File: src/rtl/lchain_pkg.sv
package lchain_pkg;

  localparam int unsigned N_LAT  = 12;
  localparam int unsigned N_STEP = 12;
  localparam int unsigned IDX_W  = $clog2(N_STEP);
  localparam int unsigned SEL_W  = $clog2(N_LAT);

  // stages with set/clear wired; bit N_LAT-1 is the first stage
  localparam logic [N_LAT-1:0] TAP_MASK = 12'b1010_0100_0110;

  typedef struct packed {
    logic set;
    logic clr;
    logic en;
  } stim_t;

  typedef enum logic [1:0] {
    K_IDLE,
    K_SET,
    K_CLR,
    K_EN
  } step_kind_e;

  // 1 where the stage is transparent on en high; polarity flips per pair
  function automatic logic [N_LAT-1:0] en_high_mask();
    logic [N_LAT-1:0] m;
    for (int b = 0; b < N_LAT; b++) begin
      m[b] = (((N_LAT - 1 - b) / 2) % 2) == 0;
    end
    return m;
  endfunction

  function automatic logic [N_LAT-1:0] ref_state(input logic [IDX_W-1:0] idx);
    case (idx)
      4'd0:    return 12'b000000001111;
      4'd1:    return 12'b101101111111;
      4'd2:    return 12'b100001111111;
      4'd3:    return 12'b110000111111;
      4'd4:    return 12'b111100001111;
      4'd5:    return 12'b111111000011;
      4'd6:    return 12'b111111110000;
      4'd7:    return 12'b010010000000;
      4'd8:    return 12'b011110000000;
      4'd9:    return 12'b001111000000;
      4'd10:   return 12'b000011110000;
      4'd11:   return 12'b000000111100;
      default: return 12'b000000001111;
    endcase
  endfunction

  function automatic step_kind_e step_kind(input logic [IDX_W-1:0] idx);
    case (idx)
      4'd0:                   return K_SET;
      4'd6:                   return K_CLR;
      4'd2, 4'd4, 4'd8, 4'd10: return K_EN;
      default:                return K_IDLE;
    endcase
  endfunction

endpackage

File: src/rtl/lchain_stim_dec.sv
module lchain_stim_dec
  import lchain_pkg::*;
(
  input  logic             clk_i,
  input  logic             rst_ni,
  input  logic             self_timed_i,
  input  logic [N_LAT-1:0] state_i,
  output stim_t            stim_o
);

  stim_t dec;
  stim_t stim_q;

  always_comb begin
    dec = '0;
    for (int k = 0; k < N_STEP; k++) begin
      if (state_i == ref_state(IDX_W'(k))) begin
        unique case (step_kind(IDX_W'(k)))
          K_SET:   dec.set = 1'b1;
          K_CLR:   dec.clr = 1'b1;
          K_EN:    dec.en  = 1'b1;
          default: ;
        endcase
      end
    end
  end

  // barrier register; keeps tracking in bypass so either switch is clean
  always_ff @(posedge clk_i or negedge rst_ni) begin
    if (!rst_ni) stim_q <= '0;
    else         stim_q <= dec;
  end

  assign stim_o = self_timed_i ? dec : stim_q;

  AST_STIM_EXCL: assert property (@(posedge clk_i) disable iff (!rst_ni)
    $onehot0({stim_o.set, stim_o.clr, stim_o.en}));

endmodule

File: src/rtl/lchain_latches.sv
module lchain_latches
  import lchain_pkg::*;
(
  input  logic             clk_i,
  input  logic             rst_ni,
  input  logic             set_i,
  input  logic             clr_i,
  input  logic             en_i,
  input  logic             flt_en_i,
  input  logic [SEL_W-1:0] flt_sel_i,
  input  logic             flt_val_i,
  output logic [N_LAT-1:0] state_o
);

  localparam logic [N_LAT-1:0] EN_HI = en_high_mask();
  localparam logic [N_LAT-1:0] RST_Q = ref_state('0);

  logic [N_LAT-1:0] q;
  logic [N_LAT-1:0] q_eff;
  logic [N_LAT-1:0] hit;
  logic [N_LAT-1:0] nxt;

  for (genvar b = 0; b < N_LAT; b++) begin : g_flt
    assign hit[b]   = flt_en_i && (flt_sel_i == SEL_W'(N_LAT - 1 - b));
    assign q_eff[b] = hit[b] ? flt_val_i : q[b];
  end

  // settle the chain once per clock, first stage down to the last
  always_comb begin
    logic carry;
    logic open;
    carry = q_eff[0];
    for (int b = N_LAT - 1; b >= 0; b--) begin
      open = EN_HI[b] ? en_i : !en_i;
      if (TAP_MASK[b] && clr_i)      nxt[b] = 1'b0;
      else if (TAP_MASK[b] && set_i) nxt[b] = 1'b1;
      else if (open)                 nxt[b] = carry;
      else                           nxt[b] = q[b];
      carry = hit[b] ? flt_val_i : nxt[b];
    end
  end

  always_ff @(posedge clk_i or negedge rst_ni) begin
    if (!rst_ni) q <= RST_Q;
    else         q <= nxt;
  end

  assign state_o = q_eff;

  AST_SET_TAPS: assert property (@(posedge clk_i) disable iff (!rst_ni)
    set_i |=> ((q & TAP_MASK) == TAP_MASK));
  AST_CLR_TAPS: assert property (@(posedge clk_i) disable iff (!rst_ni)
    clr_i |=> ((q & TAP_MASK) == '0));

endmodule

File: src/rtl/lchain_seq_check.sv
module lchain_seq_check
  import lchain_pkg::*;
#(
  parameter int unsigned STALL_MAX = 3
) (
  input  logic             clk_i,
  input  logic             rst_ni,
  input  logic [N_LAT-1:0] state_i,
  output logic             fail_o
);

  localparam int unsigned CNT_W = $clog2(STALL_MAX + 1);
  localparam logic [IDX_W-1:0] LAST = IDX_W'(N_STEP - 1);

  logic [IDX_W-1:0] idx;
  logic [IDX_W-1:0] nxt_idx;
  logic [CNT_W-1:0] stall_cnt;
  logic             fail_q;

  assign nxt_idx = (idx == LAST) ? '0 : idx + 1'b1;

  always_ff @(posedge clk_i or negedge rst_ni) begin
    if (!rst_ni) begin
      idx       <= '0;
      stall_cnt <= '0;
      fail_q    <= 1'b0;
    end else if (!fail_q) begin
      if (state_i == ref_state(nxt_idx)) begin
        idx       <= nxt_idx;
        stall_cnt <= '0;
      end else if (state_i == ref_state(idx)) begin
        if (stall_cnt == CNT_W'(STALL_MAX)) fail_q <= 1'b1;
        else                                stall_cnt <= stall_cnt + 1'b1;
      end else begin
        fail_q <= 1'b1;
      end
    end
  end

  assign fail_o = fail_q;

  AST_FAIL_STICKY: assert property (@(posedge clk_i) disable iff (!rst_ni)
    fail_o |=> fail_o);
  AST_IDX_RANGE: assert property (@(posedge clk_i) disable iff (!rst_ni)
    idx <= LAST);

endmodule

File: src/rtl/lchain_tester.sv
module lchain_tester
  import lchain_pkg::*;
#(
  parameter int unsigned STALL_MAX = 3
) (
  input  logic             clk_i,
  input  logic             rst_ni,
  input  logic             self_timed_i,
  input  logic             flt_en_i,
  input  logic [SEL_W-1:0] flt_sel_i,
  input  logic             flt_val_i,
  output logic             set_o,
  output logic             clr_o,
  output logic             en_o,
  output logic [N_LAT-1:0] state_o,
  output logic             fail_o
);

  stim_t            stim;
  logic [N_LAT-1:0] state;

  lchain_stim_dec u_dec (
    .clk_i        (clk_i),
    .rst_ni       (rst_ni),
    .self_timed_i (self_timed_i),
    .state_i      (state),
    .stim_o       (stim)
  );

  lchain_latches u_chain (
    .clk_i     (clk_i),
    .rst_ni    (rst_ni),
    .set_i     (stim.set),
    .clr_i     (stim.clr),
    .en_i      (stim.en),
    .flt_en_i  (flt_en_i),
    .flt_sel_i (flt_sel_i),
    .flt_val_i (flt_val_i),
    .state_o   (state)
  );

  lchain_seq_check #(.STALL_MAX(STALL_MAX)) u_chk (
    .clk_i   (clk_i),
    .rst_ni  (rst_ni),
    .state_i (state),
    .fail_o  (fail_o)
  );

  assign set_o   = stim.set;
  assign clr_o   = stim.clr;
  assign en_o    = stim.en;
  assign state_o = state;

endmodule

File: config.mk
export PLATFORM = sky130hd
export DESIGN_NAME = lchain_tester
export DESIGN_NICKNAME = d
export VERILOG_FILES = /design/src/rtl/lchain_pkg.sv /design/src/rtl/lchain_stim_dec.sv /design/src/rtl/lchain_latches.sv /design/src/rtl/lchain_seq_check.sv /design/src/rtl/lchain_tester.sv
export SDC_FILE = /design/constraint.sdc
export NUM_CORES = 1
export LEC_CHECK = 0
export ABC_AREA = 1
export ABC_CLOCK_PERIOD_IN_PS = 3200
export CAP_MARGIN = 5
export CELL_PAD_IN_SITES_DETAIL_PLACEMENT = 0
export CELL_PAD_IN_SITES_GLOBAL_PLACEMENT = 2
export CORE_UTILIZATION = 28
export CTS_CLUSTER_DIAMETER = 80
export DETAILED_ROUTE_END_ITERATION = 16
export PLACE_DENSITY = 0.81
export REMOVE_ABC_BUFFERS = 1
export SYNTH_ARGS = -nofsm -noshare
export SYNTH_HDL_FRONTEND = slang
export SYNTH_HIERARCHICAL = 1
export SYNTH_SLANG_ARGS = --single-unit
File: constraint.sdc
create_clock -name clk_i -period 3.2 [get_ports clk_i]
set_input_delay 0.48 -clock clk_i [delete_from_list [all_inputs] [get_ports clk_i]]
set_output_delay 0.48 -clock clk_i [all_outputs]
set_load 0.02 [all_outputs]
==> metrics.yaml <==
status: "complete, but fails checks"
violations: "setup timing"
drtIter0Drc: 94
netlist.area_leader.share: 0.208
synth-edff-count: 0
clk-insertion-delay-late_ns: 0.28
synth-seq-cells: 22
post-route-period-util: 1.18
tightest_slew_ns: 0.390
vias: 2846
final_nets: 541
clock_sinks: 22
ir_worst_vdd_mv: 0.339
syn_area_sq_mm: 0.00238
worst_slack_ns: -0.579
cpMaxStageDelayCell: "buf_4"
finalClockSkew_ns: 0.00779
root_buffer: "clkbuf_8"
cp_max_fo: 4
comb_power_share: 0.691
rsz0062_at_grt: "true"
async_flop_share: 1.00
cts_tree: "yes"
clk_pin_slew_ns: 0.10
area_delta_synth_final_pct: 65.5
place.gp.congestion: 0.873
hold_buffers: 0
ys_warn_count: 6
die_y_um: 94.3
synth.distinct_cells: 35
diodes: 0
die_w_um: 94.3
dpl_cell_area_sq_mm: 0.00332
setup.worst_path.start: "flt_en_i"
cp_common_cell: "nand2_2"
stdcell_area_sq_mm: 0.00395
synth.area.top_cells: "nand2_1 21%, dfrtp_1 19%, inv_1 8.0%"
drv_slew: 0
io_pins: 25
utilization: 0.480
place_hpwl_um: 6000
drt-total-wl_um: 8120
pwr-share-seq: 0.183
dr.pass1.iters: 4
cp_data_required_time_ns: 3.42
grt_pass1_vias: 2829
antenna_found_initial: 0
p_clk_frac: 0.126
hp-class: "flop to flop"
crit_type: "primary input to flop"
grt_overflow: 0
clockBufferDepth: 2
p_leak_uw: 0.00194
min_from: "u_chain/q[0]"
grt_pass1_wl_um: 13400
drt-wirelength-per-cell_um: 12.9
die_area_sq_mm: 0.00889
final_antenna_net_count: 0
netlist_instances: 393
numCtsBuffers: 3
cap_violations: 0
port_buffers: 24
core_sq_mm: 0.00822
h-tree-depth: 1
grt_max_degree: 23
power.density_mw_per_mm2: 561
switching_share: 0.412
multi_input_area_sq_mm: 0.00184
synth_ff_type: "dfrtp_1"
end_kind: "flop"
p_int_uw: 1300
drive_gt1_frac: 0.459
rows: 33
viasPerCell: 4.53
finalSetupViolCount: 4
total_power_uw: 2210
cp_data_arrival_time_ns: 4.00
fmax_mhz: 265
drc: 0
start_util: 0.290
avgSynthCellArea_sq_um: 6.06
seq_area_frac_synth: 0.233
fill_cells: 834
slowest_delay_ns: 0.16
p_sw_uw: 912
ys_top_cells_by_count: "132 x nand2_1, 51 x inv_1, 40 x nor2_1"
fin_tns_setup_ns: -1.63
period_needed_ns: 3.78
regArea_sq_um: 556
cp-start-kind: "primary input"
yosysMostFrequentCell: "nand2_1"
r2r_start: "u_chain/q[0]"
grt_util_all_layers: 0.195
synth_top_area_cell: "nand2_1"
pre_cts_slack_ns: -1.66
slew_headroom: 0.737
hold_viol: 0
==> metrics by stage <==
| step | hold WS, ns | instances |
|---|---|---|
| after floorplan | 0.184 | 388 |
| after global placement | 0.486 | 598 |
| after detailed placement | 0.513 | 598 |
| after CTS | 0.530 | 621 |
| after global routing | 0.568 | 628 |
| final | 0.529 | 628 |
==> cells in the final DEF (no fill, tap or decap), drive strengths merged, types with 2 or more instances in the layout <==
cell / n
a21boi: 2
a21oi: 25
a31oi: 2
and2: 2
buf: 112
bufinv: 2
clkbuf: 3
clkdlybuf4s50: 17
dfrtp: 18
dfstp: 4
dlygate4sd2: 2
ha: 8
inv: 62
nand2: 145
nand3: 36
nand3b: 4
nand4: 2
nor2: 47
nor3: 3
o21ai: 21
xor2: 2
==> sequential cells by signal, indices dropped and copies added (netlist names) <==
name	flops
u_chain/q	12
u_chk/idx	4
u_dec/stim_q	3
u_chk/stall_cnt	2
u_chk/fail_o	1
==> power groups by stage <==
| stage | clock network, uW | registers (uW) | logic, uW |
|---|---|---|---|
| detailed placement | 0 | 404 | 1240 |
| finish | 278 | 405 | 1530 |
| CTS | 291 | 403 | 1440 |
| global route | 299 | 415 | 1670 |
| floorplan | 0 | 393 | 620 |
| global placement | 0 | 400 | 1240 |
==> cell families (layout without fill, tap and decap cells) <==
logic type               after synthesis  count (layout)  synth area share
AND/OR/NAND/NOR                      241             241             0.472
buffers and inverters                 69             199             0.131
AO/OA/AOI/OAI                         51              51             0.114
flip-flops                            22              22             0.233
adder cells (fa/ha/maj)                8               8            0.0420
XOR/XNOR                               2               2           0.00735
==> final timing paths <==
path | slack, ns | end | cells after the start
worst max-delay path | -0.58 | u_chain/q[0] | 46
worst min-delay path | 0.53 | u_chain/q[0] | 2
worst max register to register | -0.38 | u_chain/q[0] | 41
worst min register to register | 0.53 | u_chain/q[0] | 2
max in group asynchronous | 2.33 | u_chain/q[1] | 2
min in group asynchronous | 0.56 | u_dec/stim_q[0] | 2
==> cell type report <==
class,count,share of cell area
Clock inverter,1,0.00761
Tap cell,105,0.0333
Clock buffer,3,0.0105
Multi-Input combinational cell,302,0.467
Inverter,64,0.0679
Sequential cell,22,0.141
Timing Repair Buffer,131,0.273
==> critical path, delay by kind of cell <==
family,cells,cell delay (ns)
AOI/OAI and AO/OA,2,0.21
and+or+nand+nor,40,2.97
buffers and inverters,4,0.35
==> repair_timing <==
item	4_1_cts	5_1_grt
pin swaps	44	36
buffers inserted	21	7
resized for setup	117	31
gates cloned	0	0
endpoints found under the setup margin	14	9
==> routing by layer <==
metal / part of all wire / track usage / vias to the layer above / routed length, um
met5: 0 / 0 / - / 0
met4: 0.017 / 0.0513 / 0 / 140
met3: 0.022 / 0.0194 / 14 / 178
met2: 0.47 / 0.325 / 40 / 3840
met1: 0.49 / 0.267 / 1298 / 3960
li1: - / - / 1494 / -
Power figures use the tool's default switching activity.
